## config.mk

```make
export PLATFORM = sky130hd
export DESIGN_NAME = tw_shift_engine
export DESIGN_NICKNAME = d
export VERILOG_FILES = /design/src/rtl/tw_pkg.sv /design/src/rtl/tw_sck_edge.sv /design/src/rtl/tw_shift_reg.sv /design/src/rtl/tw_edge_cnt.sv /design/src/rtl/tw_shift_engine.sv
export SDC_FILE = /design/constraint.sdc
export NUM_CORES = 1
export LEC_CHECK = 0
export ABC_AREA = 1
export BUFFER_PORTS_ARGS = -buffer_cell sky130_fd_sc_hd__buf_2
export CAP_MARGIN = 20
export CORE_UTILIZATION = 56
export DETAILED_ROUTE_END_ITERATION = 6
export GPL_TIMING_DRIVEN = 0
export PLACE_DENSITY = 0.81
export REMOVE_ABC_BUFFERS = 1
export SKIP_LAST_GASP = 1
export SYNTH_ARGS = -nofsm -noshare
export SYNTH_HDL_FRONTEND = slang
export SYNTH_SLANG_ARGS = --single-unit
```

## constraint.sdc

```tcl
create_clock -name clk_i -period 4.3 [get_ports clk_i]
set_input_delay 0.86 -clock clk_i [delete_from_list [all_inputs] [get_ports clk_i]]
set_output_delay 0.86 -clock clk_i [all_outputs]
set_load 0.005 [all_outputs]
```

## src/rtl/tw_pkg.sv

```systemverilog
package tw_pkg;
  localparam int unsigned ADDR_W = 2;
  localparam logic [ADDR_W-1:0] ADDR_DATA = 2'd0;
  localparam logic [ADDR_W-1:0] ADDR_STAT = 2'd1;
  localparam logic [ADDR_W-1:0] ADDR_CTRL = 2'd2;

  // control field positions
  localparam int unsigned CTRL_TGL  = 0;
  localparam int unsigned CTRL_MODE = 1;
  localparam int unsigned CTRL_INT  = 2;
  localparam int unsigned CTRL_IE   = 3;

  typedef struct packed {
    logic irq_en;
    logic int_clk;
    logic mode;
  } ctrl_t;
endpackage

```

## src/rtl/tw_sck_edge.sv

```systemverilog
module tw_sck_edge #(
  parameter int unsigned SYNC_STAGES = 2
) (
  input  logic clk_i,
  input  logic rst_ni,
  input  logic sck_pin_i,
  input  logic tgl_i,
  input  logic int_clk_i,
  output logic sck_o,
  output logic rise_o,
  output logic fall_o
);
  logic sck_q, sck_prev, pin_s, sck_sel;

  always_ff @(posedge clk_i or negedge rst_ni) begin
    if (!rst_ni)    sck_q <= 1'b0;
    else if (tgl_i) sck_q <= ~sck_q;
  end

  generate
    if (SYNC_STAGES <= 1) begin : g_sync1
      logic s_q;
      always_ff @(posedge clk_i or negedge rst_ni) begin
        if (!rst_ni) s_q <= 1'b0;
        else         s_q <= sck_pin_i;
      end
      assign pin_s = s_q;
    end else begin : g_syncn
      logic [SYNC_STAGES-1:0] s_q;
      always_ff @(posedge clk_i or negedge rst_ni) begin
        if (!rst_ni) s_q <= '0;
        else         s_q <= {s_q[SYNC_STAGES-2:0], sck_pin_i};
      end
      assign pin_s = s_q[SYNC_STAGES-1];
    end
  endgenerate

  assign sck_sel = int_clk_i ? sck_q : pin_s;

  always_ff @(posedge clk_i or negedge rst_ni) begin
    if (!rst_ni) sck_prev <= 1'b0;
    else         sck_prev <= sck_sel;
  end

  assign rise_o = sck_sel & ~sck_prev;
  assign fall_o = ~sck_sel & sck_prev;
  assign sck_o  = sck_q;

  AST_TOGGLE_FLIPS: assert property (@(posedge clk_i) disable iff (!rst_ni)
    tgl_i |=> sck_q != $past(sck_q));
endmodule

```

## src/rtl/tw_shift_reg.sv

```systemverilog
module tw_shift_reg #(
  parameter int unsigned W = 8
) (
  input  logic         clk_i,
  input  logic         rst_ni,
  input  logic         ld_i,
  input  logic [W-1:0] ld_data_i,
  input  logic         sample_i,
  input  logic         shift_i,
  input  logic         di_i,
  output logic [W-1:0] data_o,
  output logic         do_o
);
  logic [W-1:0] data_q;
  logic         di_lat, do_q;

  always_ff @(posedge clk_i or negedge rst_ni) begin
    if (!rst_ni)       di_lat <= 1'b0;
    else if (sample_i) di_lat <= di_i;
  end

  // a bus write wins over a coincident shift
  always_ff @(posedge clk_i or negedge rst_ni) begin
    if (!rst_ni) begin
      data_q <= '0;
      do_q   <= 1'b0;
    end else if (ld_i) begin
      data_q <= ld_data_i;
      do_q   <= ld_data_i[W-1];
    end else if (shift_i) begin
      data_q <= {data_q[W-2:0], di_lat};
      do_q   <= data_q[W-2];
    end
  end

  assign data_o = data_q;
  assign do_o   = do_q;

  AST_DO_STABLE: assert property (@(posedge clk_i) disable iff (!rst_ni)
    !ld_i && !shift_i |=> $stable(do_q));
  AST_LOAD_DO: assert property (@(posedge clk_i) disable iff (!rst_ni)
    ld_i |=> do_q == $past(ld_data_i[W-1]));
endmodule

```

## src/rtl/tw_edge_cnt.sv

```systemverilog
module tw_edge_cnt #(
  parameter int unsigned CW = 4
) (
  input  logic          clk_i,
  input  logic          rst_ni,
  input  logic          edge_i,
  input  logic          ld_i,
  input  logic [CW-1:0] ld_val_i,
  input  logic          clr_i,
  output logic [CW-1:0] cnt_o,
  output logic          flag_o
);
  logic [CW-1:0] cnt_q;
  logic          flag_q;

  always_ff @(posedge clk_i or negedge rst_ni) begin
    if (!rst_ni)       cnt_q <= '0;
    else if (ld_i)     cnt_q <= ld_val_i;
    else if (edge_i)   cnt_q <= cnt_q + CW'(1);
  end

  always_ff @(posedge clk_i or negedge rst_ni) begin
    if (!rst_ni)                             flag_q <= 1'b0;
    else if (clr_i)                          flag_q <= 1'b0;
    else if (edge_i && !ld_i && &cnt_q)      flag_q <= 1'b1;
  end

  assign cnt_o  = cnt_q;
  assign flag_o = flag_q;

  AST_CNT_STEP: assert property (@(posedge clk_i) disable iff (!rst_ni)
    edge_i && !ld_i |=> cnt_q == $past(cnt_q) + CW'(1));
  AST_WRAP_FLAG: assert property (@(posedge clk_i) disable iff (!rst_ni)
    edge_i && !ld_i && !clr_i && cnt_q == '1 |=> flag_q);
  AST_FLAG_STICKY: assert property (@(posedge clk_i) disable iff (!rst_ni)
    flag_q && !clr_i |=> flag_q);
  AST_CNT_LOAD: assert property (@(posedge clk_i) disable iff (!rst_ni)
    ld_i |=> cnt_q == $past(ld_val_i));
endmodule

```

## src/rtl/tw_shift_engine.sv

```systemverilog
module tw_shift_engine
  import tw_pkg::*;
#(
  parameter int unsigned DATA_W      = 8,
  parameter int unsigned SYNC_STAGES = 2
) (
  input  logic              clk_i,
  input  logic              rst_ni,
  input  logic              wr_en_i,
  input  logic [ADDR_W-1:0] addr_i,
  input  logic [DATA_W-1:0] wdata_i,
  output logic [DATA_W-1:0] rdata_o,
  input  logic              sck_i,
  output logic              sck_o,
  input  logic              di_i,
  output logic              do_o,
  output logic              irq_o
);
  localparam int unsigned CNT_W = $clog2(2 * DATA_W);

  ctrl_t             ctrl_q;
  logic              wr_data, wr_stat, wr_ctrl, tgl;
  logic              rise, fall, sample, shift;
  logic [DATA_W-1:0] data;
  logic [CNT_W-1:0]  cnt;
  logic              flag;

  assign wr_data = wr_en_i && addr_i == ADDR_DATA;
  assign wr_stat = wr_en_i && addr_i == ADDR_STAT;
  assign wr_ctrl = wr_en_i && addr_i == ADDR_CTRL;
  assign tgl     = wr_ctrl && wdata_i[CTRL_TGL];

  always_ff @(posedge clk_i or negedge rst_ni) begin
    if (!rst_ni) ctrl_q <= '0;
    else if (wr_ctrl) begin
      ctrl_q.irq_en  <= wdata_i[CTRL_IE];
      ctrl_q.int_clk <= wdata_i[CTRL_INT];
      ctrl_q.mode    <= wdata_i[CTRL_MODE];
    end
  end

  tw_sck_edge #(.SYNC_STAGES(SYNC_STAGES)) u_edge (
    .clk_i, .rst_ni,
    .sck_pin_i (sck_i),
    .tgl_i     (tgl),
    .int_clk_i (ctrl_q.int_clk),
    .sck_o     (sck_o),
    .rise_o    (rise),
    .fall_o    (fall)
  );

  // mode 0: sample on rise, shift on fall; mode 1 swaps
  assign sample = ctrl_q.mode ? fall : rise;
  assign shift  = ctrl_q.mode ? rise : fall;

  tw_shift_reg #(.W(DATA_W)) u_sreg (
    .clk_i, .rst_ni,
    .ld_i      (wr_data),
    .ld_data_i (wdata_i),
    .sample_i  (sample),
    .shift_i   (shift),
    .di_i      (di_i),
    .data_o    (data),
    .do_o      (do_o)
  );

  tw_edge_cnt #(.CW(CNT_W)) u_cnt (
    .clk_i, .rst_ni,
    .edge_i   (rise | fall),
    .ld_i     (wr_stat),
    .ld_val_i (wdata_i[CNT_W-1:0]),
    .clr_i    (wr_stat && wdata_i[DATA_W-1]),
    .cnt_o    (cnt),
    .flag_o   (flag)
  );

  assign irq_o = flag & ctrl_q.irq_en;

  always_comb begin
    rdata_o = '0;
    unique case (addr_i)
      ADDR_DATA: rdata_o = data;
      ADDR_STAT: begin
        rdata_o[DATA_W-1]  = flag;
        rdata_o[CNT_W-1:0] = cnt;
      end
      ADDR_CTRL: begin
        rdata_o[CTRL_IE]   = ctrl_q.irq_en;
        rdata_o[CTRL_INT]  = ctrl_q.int_clk;
        rdata_o[CTRL_MODE] = ctrl_q.mode;
      end
      default: rdata_o = '0;
    endcase
  end
endmodule

```

# Yosys cells after proc, flatten, opt, wreduce, memory -nomap -nowiden

Cells that the tools add are included.
Widths: inputs -> output; s select.

Bitwise gates (word level): 7
Reduce and logical (&&, ||, !) cells: 13
Add/subtract/negate cells: 1
Equality and inequality tests: 2
Muxes and demuxes: 15

Operators by type and width:

| cell                | count |
|---|---|
| $mux 8              | 2 |
| $pmux 3 s3          | 1 |
| $mux 4              | 2 |
| $logic_and 1x1->1   | 7 |
| $mux 1              | 7 |
| $reduce_bool 2->1   | 3 |
| $add 4x1->4 const B | 1 |
| $pmux 1 s2          | 2 |
| $reduce_and 4->1    | 1 |
| $and 1x1->1         | 3 |
| $mux 3              | 1 |
| $not 1->1           | 3 |
| $eq 2x1->1 const B  | 1 |
| $eq 2x2->1 const B  | 1 |
| $logic_not 2->1     | 1 |
| $logic_not 1->1     | 1 |
| $or 1x1->1          | 1 |

Input bits: 15
Logic and storage cells: 49
Output and inout port bits: 11
Register bits after elaboration: 22

# Logic depth before layout (Yosys ltp)

Depth after elaboration: 8
Depth in mapped cells: 10
Depth with buffers taken out: 10

# Hierarchy

A second synthesis with hierarchy kept.

Cell total of the unflattened synthesis: 158
Area total of the unflattened synthesis: 1213.7 µm²

By module, submodules not included:

| module          | instances | area each (µm²) | sequential area each (µm²) | cells an instance |
|---|---|---|---|---|
| tw_shift_reg    | 1         | 427.9           | 225.2                      | 49 |
| tw_shift_engine | 1         | 359.1           | 75.1                       | 60 |
| tw_edge_cnt     | 1         | 262.8           | 125.1                      | 32 |
| tw_sck_edge     | 1         | 163.9           | 100.1                      | 17 |

# Worst setup path after synthesis

OpenSTA, ideal clock, no wires.

Path kind: input to output
Start point: input addr_i[0]
End point: output rdata_o[7]
Path slack: 2.227 ns
Required time: 3.440 ns
Arrival: 1.213 ns
Buffers on the path: 0
Cell stages on the path: 3
Cell sequence: inv_1 > nor2_1 > a22o_1

Cells in the longest elaborated chain, start to end: 2
Elaborated cells between the ends (all ways): 3
Classes of those cells: eq/ne: 1; mux: 1; reduce/logical: 1

RTL lines:

| item                                          | RTL line              | text |
|---|---|---|
| from (decl)                                   | tw_shift_engine.sv:10 | `input logic [ADDR_W-1:0] addr_i,` |
| $eq 2x1->1 or $logic_not 2->1 (tied branches) | tw_shift_engine.sv:81 | `unique case (addr_i)` |
| $pmux 1 s2 *                                  | tw_shift_engine.sv:81 |  |
| to (decl)                                     | tw_shift_engine.sv:12 | `output logic [DATA_W-1:0] rdata_o,` |

Mark *: on every way between the ends. The rest lies on a longest branch, timed or not.

# Worst setup path after layout

Start point: input addr_i[0]
End point: output rdata_o[1]

Cells in the longest elaborated chain, start to end: 2
Elaborated cells between the ends (all ways): 4
Classes of those cells: eq/ne: 2; mux: 1; reduce/logical: 1

RTL lines:

| item                                     | RTL line |
|---|---|
| $eq 2x2->1, or another cell as far along | tw_shift_engine.sv:81 |
| $pmux 3 s3 *                             | tw_shift_engine.sv:81 |

Marks and branches as above.

==> results.cfg <==
[cells_and_area]
multi_input_area_um2 = 533
area_delta_synth_final_pct = 15.1
final-seq-area_um2 = 526
stdcell_area_um2 = 1340
drive_gt1_frac = 0.176
n_fill_cell = 182
antenna_cells = 0
nNetsFinal = 206
final_cells = 214
post-route-util = 0.682

[global_route]
grt_use_met2 = 0.414
grt-ovfl-total = 0
grt_max_degree = 22
grt_pass1_vias = 955
use_met1 = 0.347
antenna_found_initial = 0
met3_usage = 0.0226
grt.busiest_layer = met2
grt_pass1_wl_mm = 3.99
grt_use_total = 0.250

[synth]
avgSynthCellArea_um2 = 7.32
ys_ff_latch = 21
netlist_instances = 159
yosysWarnings = 0
seq_area_frac_synth = 0.452
syn-cell-area_um2 = 1160
synth.distinct_cells = 15

[power_and_ir_drop]
clkPwrFrac = 0.155
p_leak_nw = 0.759
power.total_uw = 622
p_int_uw = 381
p_sw_uw = 241
p_sw_frac = 0.387
power.density_nw_per_um2 = 465
pwr-share-comb = 0.335
vdd_drop_max_mv = 0.297
seqPwrFrac = 0.510

[drt]
drt_iter0_drc = 43
wl_mm = 2.55
drc = 0
ant_nets = 0
post_drt_wl_per_cell_um = 11.9
vias_per_cell = 5.22
dr_total_vias = 1117
first_pass_iters = 4

[sta]
post-route-period-util = 0.572
maxSlewHeadroom = 0.685
tns_ps = 0
whs_ps = 367
finClkSkew_ps = 20.6
rsz0062_at_grt = false
setup_viol_count_final = 0
fmax_mhz = 406
finalHoldViolCount = 0
max_slew.worst_pin.slew_ps = 473
setup_ws_ps = 1840
period_needed_ps = 2460
drv_slew = 0

[cts]
hold_buffers = 0
clock_path_buffers = 2
cts_tree = yes
h-tree-depth = 1
post_cts_buffers = 0
clk_pin_slew_worst_paths_ps = 110
clk_root_buffer_cell = clkbuf_4
cts.sinks = 21
post_cts_resize_count = 0
clk_latency_ps = 310
cts_buffers = 3

[place]
dp_hpwl_mm = 1.90
gp_congestion = 0.883
portBuffers = 25
preCtsSetupSlack_ps = 1850
post_dp_cell_area_um2 = 1310
dp_cells = 210

[floorplan]
die-height_um = 47.6
top_level_ports = 26
core-area_um2 = 1960
initial_core_util = 0.593
dieWidth_um = 47.6
placementRows = 16
die_area_um2 = 2260

[setup_path]
cp-end-kind = output port
crit_fanout = 4
cp_data_required_time_ps = 3440
critPathLaunch = addr_i[0]
critPathLaunchType = primary input
r2r_start = ctrl_q[1]$_DFFE_PN0P_
worstPathArrival_ps = 1600
path_class = primary input to output port

[run_status]
outcome = completed

[worst_hold_path]
hp-class = register to register
hp-start = u_edge.g_syncn.s_q[0]$_DFF_PN0_

[run]
drv_cap = 0
[placed cells by master, fill, tap and decap left out]
cell / count
nand2_4: 1
nor2_1: 6
nand2_1: 53
inv_2: 1
clkbuf_4: 3
o21ai_0: 6
nor2_2: 1
nand3_1: 37
dfrtp_1: 21
buf_2: 25
clkinv_2: 1
a22o_1: 1
nand4_1: 1
o211ai_1: 2
inv_1: 24
nor2_4: 1
ha_1: 3
[per-layer routing]
layer | wire length (um) | up-vias
met3 | 136 | 4
met2 | 1200 | 44
met4 | 29 | 0
met1 | 1190 | 507
met5 | 0 | -
li1 | - | 562
[flip-flops by register name, summed over array words and instances, names as in the netlist, 2 cells and up]
signal              flops
u_sreg.data_o           7
ctrl_q                  3
u_cnt.cnt_o             4
u_edge.g_syncn.s_q      2
[final cells by class]
class,count,area share
timing repair buffer,25,0.0935
clock inverter,1,0.00374
tap,27,0.0252
multi-input combinational,112,0.398
sequential,21,0.393
inverter,25,0.0701
clock buffer,3,0.0168
[power groups by stage]
| stage | sequential, mW | combinational (mW) | clock [mW] |
|---|---|---|---|
| after floorplan | 0.306 | 0.145 | 0 |
| after global placement | 0.317 | 0.200 | 0 |
| after detailed placement | 0.320 | 0.209 | 0 |
| after CTS | 0.316 | 0.211 | 0.0979 |
| after global routing | 0.325 | 0.244 | 0.104 |
| final | 0.317 | 0.208 | 0.0964 |
[synthesized netlist by cell type, drive strengths merged]
cell,instances,area (um2)
nand4,1,6.26
inv,25,93.8
nand3,37,185
dfrtp,21,526
a22o,1,8.76
o211ai,2,15.0
nor2,8,40.0
ha,3,37.5
nand2,54,210
buf,1,11.3
o21ai,6,30.0
[cells by family after synthesis]
kind of cell,count (synthesis),share of synthesized area
DFF,21,0.452
adders and majority gates,3,0.0323
AOI/OAI and AO/OA,9,0.0462
buffers and inverters,26,0.0903
and+or+nand+nor,100,0.380
[worst max-delay path, cell delays in order]
cell	delay, ps
buf_2	130
inv_1	60
nor2_1	210
nand2_1	90
o211ai_1	100
buf_2	140
[final timing paths]
kind,end,slack (ps),depth (start not counted)
min,u_edge.g_syncn.s_q[1]$_DFF_PN0_,370,0
max reg2reg,u_sreg.data_o[1]$_DFFE_PN0P_,2650,8
max in group asynchronous,u_edge.g_syncn.s_q[0]$_DFF_PN0_,3480,1
min in group asynchronous,u_sreg.data_o[3]$_DFFE_PN0P_,480,1
min reg2reg,u_edge.g_syncn.s_q[1]$_DFF_PN0_,370,0
max,rdata_o[1],1840,6
(Power assumes the default switching activity.)
